==> src/rtl/evt_unload_pkg.sv <==
package evt_unload_pkg;
  typedef enum logic [2:0] {
    ST_IDLE,
    ST_DELAY,
    ST_WAIT,
    ST_REQ,
    ST_HDR,
    ST_BURST
  } seq_state_t;
endpackage

==> src/rtl/evt_fifo.sv <==
module evt_fifo #(
  parameter int DATA_W = 16,
  parameter int DEPTH  = 16
) (
  input  logic              clk,
  input  logic              rst_n,
  input  logic              wr_valid,
  input  logic [DATA_W-1:0] wr_data,
  input  logic              wr_eoe,
  output logic              wr_ready,
  input  logic              rd_pop,
  output logic [DATA_W-1:0] rd_data,
  output logic              rd_eoe,
  output logic              empty,
  output logic              has_marker
);
  localparam int AW = (DEPTH > 1) ? $clog2(DEPTH) : 1;
  localparam int CW = $clog2(DEPTH + 1);
  localparam logic [AW-1:0] PTR_LAST = AW'(DEPTH - 1);
  localparam logic [CW-1:0] CNT_FULL = CW'(DEPTH);

  logic [DATA_W:0] mem [DEPTH];
  logic [AW-1:0]   wp, rp;
  logic [CW-1:0]   cnt, mcnt;
  logic            push;

  assign wr_ready   = (cnt != CNT_FULL);
  assign push       = wr_valid && wr_ready;
  assign empty      = (cnt == '0);
  assign has_marker = (mcnt != '0);
  assign rd_data    = mem[rp][DATA_W-1:0];
  assign rd_eoe     = mem[rp][DATA_W];

  always_ff @(posedge clk) begin
    if (push) mem[wp] <= {wr_eoe, wr_data};
  end

  always_ff @(posedge clk) begin
    if (!rst_n) begin
      wp   <= '0;
      rp   <= '0;
      cnt  <= '0;
      mcnt <= '0;
    end else begin
      if (push)   wp <= (wp == PTR_LAST) ? '0 : wp + 1'b1;
      if (rd_pop) rp <= (rp == PTR_LAST) ? '0 : rp + 1'b1;
      cnt  <= cnt + CW'(push) - CW'(rd_pop);
      mcnt <= mcnt + CW'(push && wr_eoe) - CW'(rd_pop && rd_eoe);
    end
  end

  assert_no_underflow_R1: assert property (@(posedge clk) disable iff (!rst_n)
    rd_pop |-> !empty);
endmodule

==> src/rtl/evt_seq.sv <==
module evt_seq
  import evt_unload_pkg::*;
#(
  parameter int DATA_W  = 16,
  parameter int DELAY_W = 8,
  parameter int TMO_W   = 8,
  parameter int CNT_W   = 8
) (
  input  logic               clk,
  input  logic               rst_n,
  input  logic               start_load,
  input  logic [DELAY_W-1:0] delay_cfg,
  input  logic [TMO_W-1:0]   timeout_cfg,
  input  logic               has_marker,
  input  logic               fifo_empty,
  input  logic [DATA_W-1:0]  head_data,
  input  logic               head_eoe,
  input  logic               grant_in,
  input  logic               slv_rd,
  output logic               pop,
  output logic               bus_req,
  output logic               bus_valid,
  output logic [DATA_W-1:0]  bus_data,
  output logic               bus_last,
  output logic               done,
  output logic               err,
  output logic               slv_rvalid,
  output logic [DATA_W-1:0]  slv_rdata
);
  seq_state_t         state;
  logic [DELAY_W-1:0] dcnt;
  logic [TMO_W-1:0]   tcnt;
  logic               tmo;
  logic [CNT_W-1:0]   evt_cnt;
  logic               slv_ok, finish;

  assign slv_ok    = slv_rd && (state == ST_IDLE) && !start_load;
  assign pop       = (state == ST_BURST) || (slv_ok && !fifo_empty);
  assign bus_req   = (state == ST_REQ) || (state == ST_HDR) || (state == ST_BURST);
  assign bus_valid = (state == ST_HDR) || (state == ST_BURST);
  assign bus_data  = (state == ST_HDR) ? DATA_W'(evt_cnt) : head_data;
  assign bus_last  = ((state == ST_HDR) && tmo) || ((state == ST_BURST) && head_eoe);
  assign finish    = bus_valid && bus_last;

  always_ff @(posedge clk) begin
    if (!rst_n) begin
      state      <= ST_IDLE;
      dcnt       <= '0;
      tcnt       <= '0;
      tmo        <= 1'b0;
      evt_cnt    <= '0;
      done       <= 1'b0;
      err        <= 1'b0;
      slv_rvalid <= 1'b0;
      slv_rdata  <= '0;
    end else begin
      slv_rvalid <= slv_ok;
      slv_rdata  <= (slv_ok && !fifo_empty) ? head_data : '0;
      unique case (state)
        ST_IDLE: if (start_load) begin
          done  <= 1'b0;
          err   <= 1'b0;
          dcnt  <= delay_cfg;
          state <= ST_DELAY;
        end
        ST_DELAY: if (dcnt == '0) begin
          tcnt  <= '0;
          state <= ST_WAIT;
        end else begin
          dcnt <= dcnt - 1'b1;
        end
        ST_WAIT: if (has_marker) begin
          tmo   <= 1'b0;
          state <= ST_REQ;
        end else if (tcnt == timeout_cfg) begin
          tmo   <= 1'b1;
          state <= ST_REQ;
        end else begin
          tcnt <= tcnt + 1'b1;
        end
        ST_REQ:   if (grant_in) state <= ST_HDR;
        ST_HDR:   if (!tmo) state <= ST_BURST;
        ST_BURST: ;
        default:  state <= ST_IDLE;
      endcase
      if (finish) begin
        state   <= ST_IDLE;
        done    <= 1'b1;
        err     <= tmo;
        evt_cnt <= evt_cnt + 1'b1;
      end
    end
  end

  assert_hdr_after_grant_R6: assert property (@(posedge clk) disable iff (!rst_n)
    (state == ST_HDR) |-> $past(grant_in && state == ST_REQ));
  assert_req_drop_after_last_R4: assert property (@(posedge clk) disable iff (!rst_n)
    $fell(bus_req) |-> $past(bus_valid && bus_last));
  assert_done_hold_R7: assert property (@(posedge clk) disable iff (!rst_n)
    (done && !start_load) |=> done);
  assert_err_from_timeout_R8: assert property (@(posedge clk) disable iff (!rst_n)
    $rose(err) |-> $past(state == ST_HDR && tmo));
  assert_count_step_R9: assert property (@(posedge clk) disable iff (!rst_n)
    (bus_valid && bus_last) |=> (evt_cnt == $past(evt_cnt) + 1'b1));
  assert_slave_strobe_R10: assert property (@(posedge clk) disable iff (!rst_n)
    slv_rvalid |-> $past(slv_rd));
endmodule

==> src/rtl/evt_unload_master.sv <==
module evt_unload_master #(
  parameter int DATA_W  = 16,
  parameter int DEPTH   = 16,
  parameter int DELAY_W = 8,
  parameter int TMO_W   = 8,
  parameter int CNT_W   = 8
) (
  input  logic               clk,
  input  logic               rst_n,
  input  logic               in_valid,
  output logic               in_ready,
  input  logic [DATA_W-1:0]  in_data,
  input  logic               in_eoe,
  input  logic               start_load,
  input  logic [DELAY_W-1:0] delay_cfg,
  input  logic [TMO_W-1:0]   timeout_cfg,
  output logic               bus_req,
  input  logic               grant_in,
  output logic               grant_out,
  output logic               bus_valid,
  output logic [DATA_W-1:0]  bus_data,
  output logic               bus_last,
  output logic               done,
  output logic               err,
  input  logic               slv_rd,
  output logic               slv_rvalid,
  output logic [DATA_W-1:0]  slv_rdata
);
  logic              pop, empty, has_marker, head_eoe;
  logic [DATA_W-1:0] head_data;

  evt_fifo #(.DATA_W(DATA_W), .DEPTH(DEPTH)) u_fifo (
    .clk(clk), .rst_n(rst_n),
    .wr_valid(in_valid), .wr_data(in_data), .wr_eoe(in_eoe), .wr_ready(in_ready),
    .rd_pop(pop), .rd_data(head_data), .rd_eoe(head_eoe),
    .empty(empty), .has_marker(has_marker)
  );

  evt_seq #(.DATA_W(DATA_W), .DELAY_W(DELAY_W), .TMO_W(TMO_W), .CNT_W(CNT_W)) u_seq (
    .clk(clk), .rst_n(rst_n),
    .start_load(start_load), .delay_cfg(delay_cfg), .timeout_cfg(timeout_cfg),
    .has_marker(has_marker), .fifo_empty(empty),
    .head_data(head_data), .head_eoe(head_eoe),
    .grant_in(grant_in), .slv_rd(slv_rd),
    .pop(pop), .bus_req(bus_req), .bus_valid(bus_valid),
    .bus_data(bus_data), .bus_last(bus_last),
    .done(done), .err(err),
    .slv_rvalid(slv_rvalid), .slv_rdata(slv_rdata)
  );

  assign grant_out = grant_in & ~bus_req;

  assert_token_held_R5: assert property (@(posedge clk) disable iff (!rst_n)
    bus_valid |-> !grant_out);
endmodule

==> config.mk <==
export PLATFORM = sky130hd
export DESIGN_NAME = evt_unload_master
export DESIGN_NICKNAME = d
export VERILOG_FILES = /design/src/rtl/evt_unload_pkg.sv /design/src/rtl/evt_fifo.sv /design/src/rtl/evt_seq.sv /design/src/rtl/evt_unload_master.sv
export SDC_FILE = /design/constraint.sdc
export NUM_CORES = 1
export LEC_CHECK = 0
export BUFFER_PORTS_ARGS = -buffer_cell sky130_fd_sc_hd__buf_2
export CORE_ASPECT_RATIO = 1.4
export CORE_UTILIZATION = 55
export CTS_CLUSTER_SIZE = 8
export DETAILED_ROUTE_END_ITERATION = 8
export PLACE_DENSITY = 0.76
export SYNTH_ARGS = -nofsm -noshare
export SYNTH_HDL_FRONTEND = slang
export SYNTH_SLANG_ARGS = --single-unit
==> constraint.sdc <==
create_clock -name clk -period 3 [get_ports clk]
set_input_delay 0.45 -clock clk [delete_from_list [all_inputs] [get_ports clk]]
set_output_delay 0.45 -clock clk [all_outputs]
set_load 0.05 [all_outputs]
==> flow_metrics.py <==
metrics = {
    "yosys": {
        "synth.avg_cell_area_um2": 17.0,
        "synth_area_um2": 14100,
        "async_flop_share_pct": 0,
        "ys_ff_latch": 341,
        "synth_most_common_cell": "edfxtp_1",
        "yosysTopAreaCellShare_pct": 58.1,
        "synthAdderAreaFrac_pct": 2.15,
        "synthXorXnorAreaFrac_pct": 0.997,
        "synth-simple-area-share_pct": 7.51,
        "synth_mux_area_share_pct": 15.0,
        "ys_seq_area_share_pct": 67.9,
        "synthesis.nets": 889,
        "synth-compound-area-share_pct": 4.18,
        "synth_top_cells_by_count": "272 x edfxtp_1, 80 x mux4_2, 69 x dfxtp_1, 40 x nand2_1, 37 x nor2_1",
        "netlist_top_cells_area": "edfxtp_1 58%, mux4_2 13%, dfxtp_1 9.8%",
        "syn-instance-count": 827,
        "yosysWarnings": 0,
        "synth_edf_count": 272,
        "yosys.area.top_type": "edfxtp_1",
        "synth_top_flop_cell": "edfxtp_1",
        "ys_types": 68,
        "synth_top_family_by_area": "multiplexers",
    },
    "place": {
        "placed_area_um2": 15200,
        "post-place-ws_ns": -0.101,
        "hpwl_um": 18700,
        "place_inst": 1235,
        "place_congestion": 0.818,
        "io_buffers": 78,
    },
    "timing": {
        "slew_violations": 0,
        "postLayoutSetupSlackWorst_ns": -0.179,
        "worstMarginPinSlew_ns": 0.812,
        "finalSetupTns_ns": -1.47,
        "hold_viol_final": 0,
        "rsz0062_at_grt": "yes",
        "min_period_ns": 3.18,
        "min_period_over_period_pct": 106,
        "setup-violations-final": 16,
        "max_freq_mhz": 315,
        "skew_ns": 0.0271,
        "whs_ns": 0.227,
        "slew_headroom_pct": 45.8,
    },
    "global_routing": {
        "grt_pass1_vias": 8169,
        "grt_pass1_wl_um": 48200,
        "overflow": 0,
        "grt_max_degree": 57,
        "antenna_found_initial": 2,
        "grt_use_total_pct": 25.9,
    },
    "detailed_routing": {
        "drt-total-wl_um": 33100,
        "viasPerCell": 6.07,
        "drc": 0,
        "first_iter_violations": 642,
        "postRouteAntennaNets": 0,
        "dr.pass1.iters": 4,
        "avgRoutedWirePerCell_um": 24.7,
        "vias": 8152,
    },
    "critical_path": {
        "cp.required_ns": 2.55,
        "r2r_cells": 15,
        "path_depth": 6,
        "cpPeakStageDelay_ns": 0.53,
        "cp-end-kind": "output pin",
        "crit_end": "bus_data[2]",
        "critical_path.max_fanout": 8,
        "arrival_ns": 2.73,
        "crit_type": "register to output pin",
        "crit_buf_inv": 3,
        "timing.rr.end": "u_fifo.mcnt[4]$_SDFF_PN0_",
        "critPathTopFamily": "multiplexers",
        "path_cells": "buf_12 > buf_12 > mux4_2 > mux4_2 > mux2_4 > buf_6",
        "cp-start-kind": "register",
        "crit_path_top_delay_cell": "mux4_2",
        "r2r_slack_ns": 0.03,
    },
    "outcome": {
        "status": "complete, but fails checks",
        "violations": "setup timing",
    },
    "flow_run": {
        "drv_cap": 0,
    },
    "final_layout": {
        "nets": 1051,
        "fin_cells": 1342,
        "area_delta_synth_final_pct": 21.6,
        "final_area_um2": 17100,
        "drive_above_1_share_pct": 33.4,
        "final_core_util_pct": 68.9,
    },
    "floorplan": {
        "die_y_um": 191,
        "dieArea_um2": 26200,
        "start_util_pct": 56.6,
        "core.rowCount": 68,
        "die_width_um": 137,
        "core_um2": 24800,
        "io_pins": 79,
    },
    "cts": {
        "clockBufferDepth": 3,
        "cts_buffers": 48,
        "clock_sinks": 341,
        "root_buffer": "clkbuf_16",
        "clock_latency_ns": 0.56,
        "hold_buffers": 0,
        "htree_levels": 2,
        "cts_tree": "done",
        "path_clk_slew_ns": 0.05,
    },
    "power": {
        "cellPowerDensity_nw_per_um2": 808,
        "total_power_mw": 13.8,
        "p_leak_nw": 5.94,
        "peakVddDrop_v": 0.000661,
    },
    "min_path": {
        "hold_path.class": "input port to register",
    },
}
-- repair_timing --
item / in CTS / in global routing
setup endpoints to repair: 17 / 20
pin swaps: 1 / 11
buffers inserted: 12 / 5
cloned: 4 / 2
gates resized for setup: 46 / 37
-- sequential cells by signal (all words and copies together), names as in the netlist, 3 cells and up, named ones only --
signal           count
u_fifo.cnt           5
u_fifo.mcnt          5
u_fifo.mem         272
u_fifo.rp            4
u_fifo.wp            4
u_seq.dcnt           8
u_seq.evt_cnt        8
u_seq.slv_rdata     16
u_seq.state          3
u_seq.tcnt           8
-- power breakdown --
group	switching (mW)	leakage, nW	total (mW)	internal, mW
clock	1.91	0.658	4.94	3.03
sequential	0.172	3.02	5.55	5.37
combinational	1.80	2.26	3.33	1.53
-- per-layer routing --
layer  up-vias  part of all wire, %  track usage (%)
met2       331                   55             46.6
met1      4166                   37             30.8
met5         -                0.039                0
met3        70                  6.1             4.59
met4         2                  2.6             9.51
li1       3583                    -                -
-- logic make-up (layout without fill, tap and decap cells) --
group	after synthesis	in the layout
DFF	341	341
adders and majority gates	23	23
xor gates and xnor gates	16	16
buffers and inverters	68	267
and+or+nand+nor	193	193
AOI/OAI and AO/OA	80	80
muxes	106	106
other	0	1
-- cells in the final DEF (no fill, tap or decap), drive strengths merged, types with 4 or more instances in the layout --
cell type	netlist	layout
a2111o	6	6
a21oi	15	15
a22oi	6	6
a31oi	5	5
and2	27	27
and3	12	12
buf	21	148
clkbuf	18	87
dfxtp	69	69
edfxtp	272	272
ha	21	21
inv	29	31
mux2	10	10
mux2i	14	14
mux4	82	82
nand2	41	41
nand2b	9	9
nand3	10	10
nand4	6	6
nor2	37	37
nor2b	19	19
nor3	9	9
o2111ai	7	7
o21a	9	9
o21ai	8	8
or2	4	4
xnor2	13	13
-- worst min path at each step --
stage	endpoint	slack, ns	cells past startpoint	start
final	u_seq.dcnt[0]$_SDFFE_PN0P_	0.23	3	delay_cfg[0]
after global routing	u_seq.slv_rvalid$_SDFF_PN0_	0.23	2	rst_n
after CTS	u_seq.slv_rvalid$_SDFF_PN0_	0.20	2	rst_n
after detailed placement	u_seq.done$_SDFFE_PN0P_	0.46	2	u_seq.done$_SDFFE_PN0P_
after global placement	u_seq.evt_cnt[7]$_SDFFE_PN0P_	0.45	2	u_seq.evt_cnt[7]$_SDFFE_PN0P_
after floorplan	u_seq.evt_cnt[7]$_SDFFE_PN0P_	0.44	2	u_seq.evt_cnt[7]$_SDFFE_PN0P_
-- worst min-delay path, stage by stage --
cell	delay [ns]
buf_2	0.09
o21bai_1	0.07
a21oi_1	0.13
-- final cells by class --
type                    count  area (µm²)
flip-flops and latches    341        9560
fillers                  1570        7740
multi-input cells         418        4400
clock buffers              84        1360
repair buffers            151        1260
well taps                 315         394
inverters                  29         111
clock inverters             3        22.5
diodes                      1        2.50
Power figures use the tool's default switching activity.
